===== src/rtl/scl_wavegen_pkg.sv =====
package scl_wavegen_pkg;

    typedef enum logic [1:0] {
        PH_IDLE = 2'd0,
        PH_LOW  = 2'd1,
        PH_HIGH = 2'd2
    } scl_phase_e;

endpackage


===== src/rtl/scl_span_calc.sv =====
// Converts a mantissa/exponent pair into a terminal count (span - 1).
module scl_span_calc #(
    parameter int DIV_W      = 8,
    parameter int EXP_W      = 3,
    parameter int MAX_EXP    = 7,
    parameter int CLK_OFFSET = 4,
    parameter int CNT_W      = 15
) (
    input  logic [DIV_W-1:0] div_i,
    input  logic [EXP_W-1:0] exp_i,
    output logic [CNT_W-1:0] span_m1_o
);
    localparam int EXP_CEIL = (1 << EXP_W) - 1;

    logic [EXP_W-1:0] exp_eff;

    generate
        if (MAX_EXP >= EXP_CEIL) begin : g_no_clamp
            assign exp_eff = exp_i;
        end else begin : g_clamp
            assign exp_eff = (exp_i > EXP_W'(MAX_EXP)) ? EXP_W'(MAX_EXP) : exp_i;
        end
    endgenerate

    always_comb begin
        span_m1_o = (CNT_W'(div_i) << exp_eff) + CNT_W'(CLK_OFFSET - 1);
    end

endmodule


===== src/rtl/scl_tick_ctr.sv =====
// Loadable down counter with a hold input.
module scl_tick_ctr #(
    parameter int CNT_W = 15
) (
    input  logic             clk,
    input  logic             rst_n,
    input  logic             load_i,
    input  logic [CNT_W-1:0] load_val_i,
    input  logic             dec_i,
    output logic [CNT_W-1:0] cnt_o,
    output logic             zero_o
);
    logic [CNT_W-1:0] cnt_d, cnt_q;

    always_comb begin
        cnt_d = cnt_q;
        if (load_i) begin
            cnt_d = load_val_i;
        end else if (dec_i && (cnt_q != '0)) begin
            cnt_d = cnt_q - 1'b1;
        end
    end

    always_ff @(posedge clk or negedge rst_n) begin
        if (!rst_n) begin
            cnt_q <= '0;
        end else begin
            cnt_q <= cnt_d;
        end
    end

    assign cnt_o  = cnt_q;
    assign zero_o = (cnt_q == '0);

endmodule


===== src/rtl/scl_wavegen.sv =====
module scl_wavegen #(
    parameter int DIV_W      = 8,
    parameter int EXP_W      = 3,
    parameter int MAX_EXP    = 7,
    parameter int CLK_OFFSET = 4
) (
    input  logic                     clk,
    input  logic                     rst_n,
    input  logic                     gen_en_i,
    input  logic [2*DIV_W+EXP_W-1:0] cfg_word_i,
    input  logic                     scl_sense_i,
    output logic                     scl_pull_o,
    output logic                     low_start_o,
    output logic                     high_start_o
);
    import scl_wavegen_pkg::*;

    localparam int CFG_W    = 2*DIV_W + EXP_W;
    localparam int EXP_LSB  = 2*DIV_W;
    localparam int HI_LSB   = DIV_W;
    localparam int MAX_SPAN = ((1 << DIV_W) - 1) * (1 << MAX_EXP) + CLK_OFFSET;
    localparam int CNT_W    = $clog2(MAX_SPAN + 1);
    localparam int N_LANES  = 2;   // lane 0: low phase, lane 1: high phase

    typedef struct packed {
        scl_phase_e       phase;
        logic [DIV_W-1:0] hdiv;
        logic [EXP_W-1:0] expo;
        logic             low_stb;
        logic             high_stb;
    } gen_state_t;

    gen_state_t st_d, st_q;

    logic [DIV_W-1:0] cfg_ldiv, cfg_hdiv;
    logic [EXP_W-1:0] cfg_exp;

    assign cfg_ldiv = cfg_word_i[DIV_W-1:0];
    assign cfg_hdiv = cfg_word_i[HI_LSB +: DIV_W];
    assign cfg_exp  = cfg_word_i[EXP_LSB +: EXP_W];

    logic [DIV_W-1:0] lane_div  [N_LANES];
    logic [EXP_W-1:0] lane_exp  [N_LANES];
    logic [CNT_W-1:0] lane_span [N_LANES];

    // The low span comes straight from the word so the phase can start on
    // the sampling cycle; the high span uses the copy latched at that cycle.
    assign lane_div[0] = cfg_ldiv;
    assign lane_exp[0] = cfg_exp;
    assign lane_div[1] = st_q.hdiv;
    assign lane_exp[1] = st_q.expo;

    generate
        for (genvar g = 0; g < N_LANES; g++) begin : g_lane
            scl_span_calc #(
                .DIV_W     (DIV_W),
                .EXP_W     (EXP_W),
                .MAX_EXP   (MAX_EXP),
                .CLK_OFFSET(CLK_OFFSET),
                .CNT_W     (CNT_W)
            ) u_span (
                .div_i    (lane_div[g]),
                .exp_i    (lane_exp[g]),
                .span_m1_o(lane_span[g])
            );
        end
    endgenerate

    logic             ctr_load, ctr_dec, ctr_zero;
    logic [CNT_W-1:0] ctr_load_val, cnt_val;

    scl_tick_ctr #(
        .CNT_W(CNT_W)
    ) u_ctr (
        .clk       (clk),
        .rst_n     (rst_n),
        .load_i    (ctr_load),
        .load_val_i(ctr_load_val),
        .dec_i     (ctr_dec),
        .cnt_o     (cnt_val),
        .zero_o    (ctr_zero)
    );

    always_comb begin
        st_d          = st_q;
        st_d.low_stb  = 1'b0;
        st_d.high_stb = 1'b0;
        ctr_load      = 1'b0;
        ctr_load_val  = lane_span[0];
        ctr_dec       = 1'b0;

        unique case (st_q.phase)
            PH_IDLE: begin
                if (gen_en_i) begin
                    st_d.phase   = PH_LOW;
                    st_d.hdiv    = cfg_hdiv;
                    st_d.expo    = cfg_exp;
                    st_d.low_stb = 1'b1;
                    ctr_load     = 1'b1;
                end
            end
            PH_LOW: begin
                if (ctr_zero) begin
                    st_d.phase    = PH_HIGH;
                    st_d.high_stb = 1'b1;
                    ctr_load      = 1'b1;
                    ctr_load_val  = lane_span[1];
                end else begin
                    ctr_dec = 1'b1;
                end
            end
            PH_HIGH: begin
                if (scl_sense_i) begin
                    if (!ctr_zero) begin
                        ctr_dec = 1'b1;
                    end else if (gen_en_i) begin
                        st_d.phase   = PH_LOW;
                        st_d.hdiv    = cfg_hdiv;
                        st_d.expo    = cfg_exp;
                        st_d.low_stb = 1'b1;
                        ctr_load     = 1'b1;
                    end else begin
                        st_d.phase = PH_IDLE;
                    end
                end
            end
            default: begin
                st_d.phase = PH_IDLE;
            end
        endcase
    end

    always_ff @(posedge clk or negedge rst_n) begin
        if (!rst_n) begin
            st_q <= '{phase: PH_IDLE, hdiv: '0, expo: '0, low_stb: 1'b0, high_stb: 1'b0};
        end else begin
            st_q <= st_d;
        end
    end

    assign scl_pull_o   = (st_q.phase == PH_LOW);
    assign low_start_o  = st_q.low_stb;
    assign high_start_o = st_q.high_stb;

endmodule


===== config.mk =====
export PLATFORM = sky130hd
export DESIGN_NAME = scl_wavegen
export DESIGN_NICKNAME = d
export VERILOG_FILES = /design/src/rtl/scl_wavegen_pkg.sv /design/src/rtl/scl_span_calc.sv /design/src/rtl/scl_tick_ctr.sv /design/src/rtl/scl_wavegen.sv
export SDC_FILE = /design/constraint.sdc
export NUM_CORES = 1
export LEC_CHECK = 0
export ABC_AREA = 1
export BUFFER_PORTS_ARGS = -buffer_cell sky130_fd_sc_hd__buf_2
export CAP_MARGIN = 30
export CORE_MARGIN = 3
export CORE_UTILIZATION = 46
export DETAILED_ROUTE_END_ITERATION = 7
export PLACE_DENSITY = 0.6
export RECOVER_POWER = 50
export SETUP_SLACK_MARGIN = 0.4
export SYNTH_ARGS = -nofsm -noshare
export SYNTH_HDL_FRONTEND = slang
export SYNTH_SLANG_ARGS = --single-unit

===== constraint.sdc =====
create_clock -name clk -period 2.5 [get_ports clk]
set_input_delay 0 -clock clk [delete_from_list [all_inputs] [get_ports clk]]
set_output_delay 0 -clock clk [all_outputs]
set_load 0.005 [all_outputs]

==> metrics, run 1 <==
status=finished, violations left; failing checks=capacitance limit, slew limit; Post-Syn Area=0.00298 mm^2; Yosys reg bits=30; Gate Count Post-Synth=473; clock transition at the registers of the reported paths=0.08 ns; Post-Syn Area per Cell=6.30 um^2; Filler cells=596; number of max-slew violations in the final report=31; WHS=0.0778 ns; drt pass-1 iters=4; worst slew pin tran=1.68 ns; post-route ant nets=0; P&R area growth vs syn=19.6%; buffer depth of the longest clock path=2; fin crit period=2.01 ns; n_diodes=0; Ys Warns=0; H-tree levels=2; Leak=1.78 nW; setup TNS=0 ns; Num CTS Buffers=5; largest net degree at the start of global routing=31; critical path required time=2.72 ns; RR Startpoint=lane_exp[0]; Slowest cell on crit path=dfrtp_2; sequential cell area fraction in the yosys report=25.2%; initial antenna violation count=0; area of the core=0.00610 mm^2; slowest stage delay, CP=0.48 ns; HP Class=in2reg; crit start category=flop; CP Class=reg2reg; layout cells sized above 1=19.4%; Netlist cell types=38; first-pass GRT wire length=13.1 mm; Cell Pwr Density=1050 mW/mm^2; final non-filler cell total=595; most frequent cells in the layout=nand2_1, nand3_1, inv_1; Final WS setup=0.485 ns; total wire length=8.06 mm; drt first-iter violations=150; drc violations=0; DR WL/cell=13.5 um; CP endpoint kind=flop; Die H=86.5 um; Setup-failing EPs final=0; crit path cell chain=clkinv_4, nand2_1, nor2_2, nand2_1, ha_1, inv_1, nand3_2, nor2_4, buf_4, nand3_1, nand3_1, nand3_2, a21oi_1; Fin Clk Skew=0.00724 ns; Clock Latency Late Sink=0.29 ns; clk root buf=clkbuf_8; placed wire-length estimate=5.99 mm; FF-to-FF End=u_ctr.cnt_o[10]; full die area=0.00748 mm^2; CTS tree=done; vias in the first global route=2,738; Critical Path End=u_ctr.cnt_o[10]; die width=86.5 um; Worst R2R Path Depth=13; gpl congestion=0.912; Arr. time, crit path=2.23 ns; post-place setup slack=0.281 ns; Vias=3,142; Post-Syn Nets=503; IO Count=26; Hold Vio Cnt, Final=0; final core utilization=58.5%; Worst Path Max Fanout=10; Port Buffers=25; Reg2Reg Setup Slack=0.49 ns; Via-to-Cell Ratio=5.28; Final period util=80.6%; gr usage total=21.8%; most common cell after layout, fill and taps aside=nand2_1; cell count after placement=561; Critical Path Start=lane_exp[0]; total clock sinks=30; RSZ-0062 raised after global routing=true; Max-slew headroom=-12.2%; Row Count=28; Max Cap Viol=1; FMAX=496 MHz; peak supply drop=0.633 mV; total gr overflow=0; initial core utilization=48.9%; nets@finish=549
area by class of cell:
class | instances | area [um^2] | area share, %
inverters | 45 | 181 | 5.09
well taps | 75 | 93.8 | 2.63
flip-flops and latches | 30 | 753 | 21.1
clock buffers | 6 | 82.6 | 2.32
repair buffers | 54 | 375 | 10.5
multi-input cells | 383 | 2070 | 58.0
clock inverters | 2 | 12.5 | 0.351
metal layers:
metal	vias to the layer above	global-route usage, %	share of wire, %
li1	1643	-	-
met1	1415	30.9	48
met2	73	33.9	47
met3	11	4.09	4.2
met4	0	5.95	1.3
met5	-	0	0
worst min-delay path by stage:
stage                     end   startpoint  slack [ns]  depth (start not counted)
2_1_floorplan    high_start_o        rst_n       -0.30                          0
3_3_place_gp   u_ctr.cnt_o[3]        rst_n        0.09                          1
3_5_place_dp   u_ctr.cnt_o[4]        rst_n        0.11                          1
4_1_cts           low_start_o  scl_sense_i        0.07                          3
5_1_grt           low_start_o  scl_sense_i        0.09                          3
6_report          low_start_o  scl_sense_i        0.08                          3
cells in the mapped netlist, drive strengths merged:
library cell | number | area share, %
nand2 | 162 | 21
nand3 | 88 | 16
inv | 44 | 5.5
nor2 | 42 | 7.1
o21ai | 35 | 5.9
dfrtp | 30 | 25
buf | 12 | 2.9
a21oi | 10 | 1.9
mux2 | 8 | 3.0
xor2 | 8 | 2.4
ha | 7 | 2.9
nand4 | 5 | 1.0
xnor2 | 5 | 1.5
clkbuf | 4 | 0.50
o211ai | 3 | 0.92
nand3b | 2 | 0.50
a22oi | 1 | 0.25
a31oi | 1 | 0.21
clkinv | 1 | 0.17
nor3 | 1 | 0.17
o21a | 1 | 0.25
o21bai | 1 | 0.25
o221ai | 1 | 0.29
o31ai | 1 | 0.25
flip-flops by register name (all words and copies together) (netlist names):
name / cells
lane_exp: 3
u_ctr.cnt_o: 15
high_start_o: 1
lane_div: 8
st_q: 2
low_start_o: 1
logic make-up (layout without fill, tap and decap cells):
kind of cell             count (synthesis)  count (layout)  synth area share (%)
AO/OA/AOI/OAI                           54              54                  10.2
multiplexers                             8               8                  3.02
buffers and inverters                   61             107                  9.06
adder cells (fa/ha/maj)                  7               7                  2.94
flip-flops                              30              30                  25.2
XOR/XNOR                                13              13                  3.82
AND/OR/NAND/NOR                        300             301                  45.7
stage by stage:
step	power, mW	instance area, um^2
2_1_floorplan	2.59	2980
3_3_place_gp	3.03	3130
3_5_place_dp	3.03	3130
4_1_cts	3.56	3400
5_1_grt	4.10	3560
6_report	3.74	3560
where the power goes:
part / switching [mW] / leakage (nW) / internal, mW / total (mW)
clock network: 0.209 / 0.0472 / 0.221 / 0.430
registers: 0.268 / 0.360 / 0.722 / 0.990
logic: 1.45 / 1.37 / 0.866 / 2.32
total: 1.93 / 1.78 / 1.81 / 3.74
what timing repair did:
action / in CTS / in global routing
resized for setup: 7 / 25
pin swaps: 3 / 9
hold buffers: 9 / 0
hold endpoints to repair: 38 / 0
buffers inserted: 5 / 10
setup endpoints to repair: 17 / 23
cloned: 1 / 1
critical path, delay by kind of cell, from the launching register on:
kind	cells	cell delay (ns)
compound gates	1	0.12
fa+ha+maj	1	0.22
buf+inv	3	0.31
flops	1	0.48
simple gates	8	0.81
Note: power is estimated with default switching activity, not from simulation.
==> inputs of run 2 (changes only) <==
- PLACE_DENSITY: 0.6 -> 0.63
- clock period: 2.5 -> 1.8 ns (I/O delays scaled with it)
==> run 2 against run 1 <==
The flow finishes with violations (setup timing). Wire length grew 8.7%. Cell count rose by 9.7%. Register-to-register slack worse by 0.62 ns. Critical path type unchanged. Count of clock-buffer cells in the layout did not move. Utilization up 11 points. Clock skew is 0.0077 ns higher. Hold slack gained 0.099 ns. Critical path depth increased by 1. Via count grew 8.4%. Sequential cell count is the same. Worst setup slack worse by 0.62 ns. Global-route usage rose by 2.8 points.
==> metrics, run 2 (synthesized netlist as in run 1, its figures left out) <==
clk root buf=clkbuf_8 (unchanged); gpl congestion=0.873 (was 0.912); first-pass GRT wire length=14.7 mm (was 13.1 mm); Cell Pwr Density=1470 mW/mm^2 (was 1050 mW/mm^2); P&R area growth vs syn=42.8% (was 19.6%); Hold Vio Cnt, Final=0 (unchanged); setup TNS=-1.79 ns (was 0 ns); failing checks=setup timing (was capacitance limit, slew limit); total clock sinks=30 (unchanged); die width=86.5 um (unchanged); total gr overflow=0 (unchanged); Logic pwr share=70.4% (was 62.0%); HP Class=in2reg (unchanged); fin crit period=1.94 ns (was 2.01 ns); number of max-slew violations in the final report=0 (was 31); FMAX=517 MHz (was 496 MHz); gr usage total=24.6% (was 21.8%); Setup-failing EPs final=27 (was 0); RR Startpoint=u_ctr.cnt_o[0] (was lane_exp[0]); crit path cell chain=inv_2, ha_4, nand2_4, nor2_4, nand2_4, nor2_8, nand3_4, nor2_4, buf_6, nand2_8, nand2_8, buf_6, nand3_2, a21oi_2 (was clkinv_4, nand2_1, nor2_2, nand2_1, ha_1, inv_1, nand3_2, nor2_4, buf_4, nand3_1, nand3_1, nand3_2, a21oi_1); drc violations=0 (unchanged); post-route ant nets=0 (unchanged); Fin Clk Skew=0.0149 ns (was 0.00724 ns); CP top delay family=simple AND/OR/NAND/NOR gates (unchanged); drt first-iter violations=184 (was 150); n_diodes=0 (unchanged); placed wire-length estimate=6.37 mm (was 5.99 mm); Arr. time, crit path=2.17 ns (was 2.23 ns); Via-to-Cell Ratio=5.22 (was 5.28); total wire length=8.76 mm (was 8.06 mm); Die H=86.5 um (unchanged); Finished Cell Area=0.00426 mm^2 (was 0.00356 mm^2); crit start category=flop (unchanged); Reg2Reg Setup Slack=-0.14 ns (was 0.49 ns); full die area=0.00748 mm^2 (unchanged); Worst R2R Path Depth=14 (was 13); layout cells sized above 1=32.4% (was 19.4%); clock transition at the registers of the reported paths=0.08 ns (about the same); CP endpoint kind=flop (unchanged); Worst Path Max Fanout=5 (was 10); most frequent cells in the layout=nand2_1, nand3_1, buf_4 (was nand2_1, nand3_1, inv_1); Row Count=28 (unchanged); nets@finish=607 (was 549); switching power of the nets=2.99 mW (was 1.93 mW); Critical Path Start=u_ctr.cnt_o[0] (was lane_exp[0]); initial core utilization=48.9% (unchanged); DR WL/cell=13.4 um (was 13.5 um); most common cell after layout, fill and taps aside=nand2_1 (unchanged); buffer depth of the longest clock path=2 (unchanged); IO Count=26 (unchanged); Seq pwr share=19.9% (was 26.5%); Filler cells=536 (was 596); drt pass-1 iters=5 (was 4); final non-filler cell total=653 (was 595); H-tree levels=2 (unchanged); Port Buffers=25 (unchanged); largest net degree at the start of global routing=31 (unchanged); worst slew pin tran=0.852 ns (was 1.68 ns); P_int=3.28 mW (was 1.81 mW); Final WS setup=-0.135 ns (was 0.485 ns); cell count after placement=625 (was 561); Final period util=108% (was 80.6%); switching portion of total power=47.7% (was 51.6%); vias in the first global route=3,235 (was 2,738); peak supply drop=1.08 mV (was 0.633 mV); Max-slew headroom=43.2% (was -12.2%); Num CTS Buffers=5 (unchanged); slowest stage delay, CP=0.39 ns (was 0.48 ns); Slowest cell on crit path=dfrtp_1 (was dfrtp_2); Max Cap Viol=0 (was 1); max reg flops=15 (unchanged); hold depth=4 (was 3); Clock Power Share=9.7% (was 11.5%); final core utilization=69.8% (was 58.5%); initial antenna violation count=0 (unchanged); Crit path depth=14 (was 13); status=finished, violations left (unchanged); Post-DP Area=0.00365 mm^2 (was 0.00313 mm^2); Clock Latency Late Sink=0.30 ns (was 0.29 ns); Vias=3,406 (was 3,142); FF-to-FF End=u_ctr.cnt_o[13] (was u_ctr.cnt_o[10]); critical path required time=2.03 ns (was 2.72 ns); Buf/Inv on CP=3 (unchanged); CP Class=reg2reg (unchanged); CTS tree=done (unchanged); area of the core=0.00610 mm^2 (unchanged); Critical Path End=u_ctr.cnt_o[13] (was u_ctr.cnt_o[10]); RSZ-0062 raised after global routing=true (unchanged); Leak=2.14 nW (was 1.78 nW)
[run 2: changes by cell type in the layout (fill, tap and decap cells not counted), sizes merged]
cell	change
clkinv	-1
inv	+2
buf	+57
clkbuf	-1
clkinvlp	-1
nand2	+1
o211ai	+1
[run 2: power groups by stage]
stage	sequential, mW	clock [mW]	combinational [mW]
final	1.25	0.607	4.42
after global routing	1.30	0.648	4.93
after CTS	1.24	0.610	4.07
after detailed placement	1.24	0	3.81
after global placement	1.23	0	3.76
after floorplan	1.24	0	2.40
[run 2: tightest hold or removal path, cell delays in order]
cell and delay [ns]:
buf_2 0.11, nand4_1 0.09, nand2_2 0.08, buf_6 0.14
[run 2: area by class of cell]
| class | instances | area (um^2) | share of cell area, % |
|---|---|---|---|
| Timing Repair Buffer | 110 | 827 | 19.4 |
| Tap cell | 75 | 93.8 | 2.20 |
| Multi-Input combinational cell | 385 | 2310 | 54.3 |
| Clock buffer | 6 | 82.6 | 1.94 |
| Clock inverter | 2 | 12.5 | 0.294 |
| Sequential cell | 30 | 752 | 17.7 |
| Inverter | 45 | 178 | 4.17 |
[run 2: stage by stage]
step | power, mW | setup slack [ns] | hold WS, ns
2_1_floorplan | 3.64 | -0.0713 | -0.296
3_3_place_gp | 4.99 | -0.266 | 0.107
3_5_place_dp | 5.04 | -0.299 | 0.120
4_1_cts | 5.92 | -0.126 | 0.161
5_1_grt | 6.87 | -0.239 | 0.191
6_report | 6.28 | -0.135 | 0.176
[run 2: layer usage]
layer	global-route usage (%)	share of wire [%]	routed length, um	vias to the layer above
li1	-	-	-	1764
met1	34.6	47	4150	1549
met2	40.5	47	4130	79
met3	3.23	3.8	333	14
met4	4.96	1.7	150	0
met5	0	0	0	-
[run 2: worst min path at each step]
stage	start	to	slack, ns
2_1_floorplan	rst_n	high_start_o	-0.30
3_3_place_gp	rst_n	lane_exp[2]	0.11
3_5_place_dp	rst_n	lane_exp[2]	0.12
4_1_cts	scl_sense_i	low_start_o	0.16
5_1_grt	scl_sense_i	low_start_o	0.19
6_report	scl_sense_i	low_start_o	0.18
[run 2: what timing repair did]
| item | CTS | global route |
|---|---|---|
| gates cloned | 4 | 0 |
| hold buffers | 9 | 0 |
| endpoints found under the hold margin | 38 | 0 |
| resized for setup | 36 | 46 |
| setup buffers | 4 | 3 |
| pin swaps | 13 | 16 |
| setup endpoints to repair | 30 | 30 |
==> inputs of run 3 (changes only) <==
- SETUP_SLACK_MARGIN: 0.4 -> 0.2
==> run 3 against run 2 <==
The flow still finishes with violations (setup timing). Combinational power increased by 10%. Register-to-register slack is essentially flat. Critical path depth unchanged. Worst setup slack got worse by 0.012 ns. Clock power up 19%.
==> metrics, run 3 (synthesized netlist as in run 1, its figures left out) <==
Worst R2R Path Depth=14 (unchanged); RSZ-0062 raised after global routing=true (unchanged); first-pass GRT wire length=15.3 mm (was 14.7 mm); Arr. time, crit path=2.13 ns (was 2.17 ns); buffer depth of the longest clock path=2 (unchanged); drc violations=0 (unchanged); IO Count=26 (unchanged); slowest stage delay, CP=0.39 ns (about the same); number of max-slew violations in the final report=0 (unchanged); Hold Startpoint=cfg_word_i[18] (was scl_sense_i); initial antenna violation count=0 (unchanged); total gr overflow=0 (unchanged); HP Class=in2reg (unchanged); CTS tree=done (unchanged); most frequent cells in the layout=nand2_1, buf_4, nand3_1 (was nand2_1, nand3_1, buf_4); CP Class=reg2reg (unchanged); crit path cell chain=inv_2, ha_4, nand2_4, nor2_4, nand2_4, nor2_8, buf_6, nand2_4, nor2_4, inv_4, nand3_1, o21ai_1, o21ai_1, nand2_1 (was inv_2, ha_4, nand2_4, nor2_4, nand2_4, nor2_8, nand3_4, nor2_4, buf_6, nand2_8, nand2_8, buf_6, nand3_2, a21oi_2); Clock Latency Late Sink=0.30 ns (about the same); switching portion of total power=46.6% (was 47.7%); FMAX=514 MHz (was 517 MHz); Fin Clk Skew=0.00932 ns (was 0.0149 ns); fin crit period=1.95 ns (was 1.94 ns); worst slew pin tran=0.826 ns (was 0.852 ns); nets@finish=624 (was 607); P&R area growth vs syn=47.7% (was 42.8%); Final WS setup=-0.147 ns (was -0.135 ns); total clock sinks=30 (unchanged); Port Buffers=25 (unchanged); Reg2Reg Setup Slack=-0.15 ns (was -0.14 ns); Cell Pwr Density=1550 mW/mm^2 (was 1470 mW/mm^2); Worst Path Max Fanout=14 (was 5); most common cell after layout, fill and taps aside=nand2_1 (unchanged); most frequent CP cell=nand2_4; Row Count=28 (unchanged); sequential cell area=751 um^2 (was 752 um^2); Post-DP Area=0.00370 mm^2 (was 0.00365 mm^2); layout cells sized above 1=35.4% (was 32.4%); status=finished, violations left (unchanged); drt pass-1 iters=5 (unchanged); Max-slew headroom=44.9% (was 43.2%); drt first-iter violations=203 (was 184); H-tree levels=2 (unchanged); Final period util=108% (about the same); area of the multi-input gates=0.00231 mm^2 (about the same); initial core utilization=48.9% (unchanged); Die H=86.5 um (unchanged); failing checks=setup timing (unchanged); Hold EP=lane_exp[2] (was low_start_o); area of the core=0.00610 mm^2 (unchanged); clk root buf=clkbuf_8 (unchanged); Setup-failing EPs final=21 (was 27); cell count after placement=633 (was 625); Slowest cell on crit path=dfrtp_1 (unchanged); max reg flops=15 (unchanged); placed wire-length estimate=6.38 mm (was 6.37 mm); Vias=3,614 (was 3,406); switching power of the nets=3.19 mW (was 2.99 mW); Logic pwr share=71.2% (was 70.4%); Leak=2.24 nW (was 2.14 nW); final non-filler cell total=669 (was 653); Finished Cell Area=0.00440 mm^2 (was 0.00426 mm^2); clock transition at the registers of the reported paths=0.07 ns (was 0.08 ns); die width=86.5 um (unchanged); vias in the first global route=3,368 (was 3,235); total wire length=9.43 mm (was 8.76 mm); Power Total=6.83 mW (was 6.28 mW); CP endpoint kind=flop (unchanged); Max Cap Viol=0 (unchanged); RR Startpoint=u_ctr.cnt_o[0] (unchanged); Num CTS Buffers=5 (unchanged); Via-to-Cell Ratio=5.40 (was 5.22); peak supply drop=0.986 mV (was 1.08 mV); Filler cells=506 (was 536); Clock Power Share=10.6% (was 9.7%); critical path required time=1.98 ns (was 2.03 ns); Hold Vio Cnt, Final=0 (unchanged); gr usage total=25.5% (was 24.6%); hold depth=4 (unchanged); DR WL/cell=14.1 um (was 13.4 um); FF-to-FF End=u_ctr.cnt_o[2] (was u_ctr.cnt_o[13]); crit start category=flop (unchanged); full die area=0.00748 mm^2 (unchanged); setup TNS=-1.50 ns (was -1.79 ns); gpl congestion=0.921 (was 0.873); post-route ant nets=0 (unchanged); n_diodes=0 (unchanged); largest net degree at the start of global routing=31 (unchanged); P_int=3.65 mW (was 3.28 mW); Seq pwr share=18.2% (was 19.9%)
-- run 3: layout make-up --
| class | count | share of cell area, % |
|---|---|---|
| multi-input combinational | 385 | 52.5 |
| clock inverter | 1 | 0.682 |
| timing repair buffer | 127 | 21.8 |
| sequential | 30 | 17.0 |
| tap | 75 | 2.13 |
| inverter | 45 | 3.98 |
| clock buffer | 6 | 1.88 |
-- run 3: worst max-delay path by stage --
stage | startpoint | endpoint
after floorplan | u_ctr.cnt_o[0] | u_ctr.cnt_o[4]
after global placement | u_ctr.cnt_o[0] | u_ctr.cnt_o[4]
after detailed placement | u_ctr.cnt_o[1] | u_ctr.cnt_o[4]
after CTS | u_ctr.cnt_o[0] | u_ctr.cnt_o[2]
after global routing | lane_exp[0] | u_ctr.cnt_o[8]
final | u_ctr.cnt_o[0] | u_ctr.cnt_o[2]
-- run 3: metal layers --
| metal | part of all wire [%] | up-vias | routed length (um) | global-route usage [%] |
|---|---|---|---|---|
| li1 | - | 1791 | - | - |
| met2 | 49 | 107 | 4600 | 42.6 |
| met4 | 2.5 | 0 | 233 | 7.37 |
| met3 | 4.4 | 25 | 414 | 3.71 |
| met1 | 44 | 1691 | 4180 | 34.1 |
| met5 | 0 | - | 0 | 0 |
-- run 3: critical path, delay by kind of cell (launching register included) --
family	cells	cell delay, ns
buffers and inverters	3	0.33
AND/OR/NAND/NOR	8	0.74
flip-flops	1	0.39
AO/OA/AOI/OAI	2	0.21
adder cells (fa/ha/maj)	1	0.15
-- run 3: stage by stage --
| step | hold slack (ns) | util [%] | setup slack (ns) |
|---|---|---|---|
| floorplan | -0.296 | - | -0.0713 |
| global placement | 0.102 | 60.6 | -0.228 |
| detailed placement | 0.112 | 60.6 | -0.256 |
| CTS | 0.168 | 67.9 | -0.101 |
| global route | 0.184 | 72.2 | -0.277 |
| finish | 0.165 | 72.2 | -0.147 |
-- run 3: repair_timing --
| item | CTS | global route |
|---|---|---|
| gates resized for setup | 53 | 45 |
| cloned | 2 | 1 |
| endpoints found under the hold margin | 38 | 0 |
| endpoints found under the setup margin | 28 | 29 |
| hold buffers | 9 | 0 |
| pin swaps | 17 | 14 |
| buffers inserted | 6 | 11 |
-- run 3: power groups by stage --
stage | registers, mW | logic (mW) | clock network (mW)
floorplan | 1.24 | 2.40 | 0
global placement | 1.23 | 3.85 | 0
detailed placement | 1.24 | 3.89 | 0
CTS | 1.24 | 4.26 | 0.729
global route | 1.29 | 5.36 | 0.756
finish | 1.25 | 4.86 | 0.725
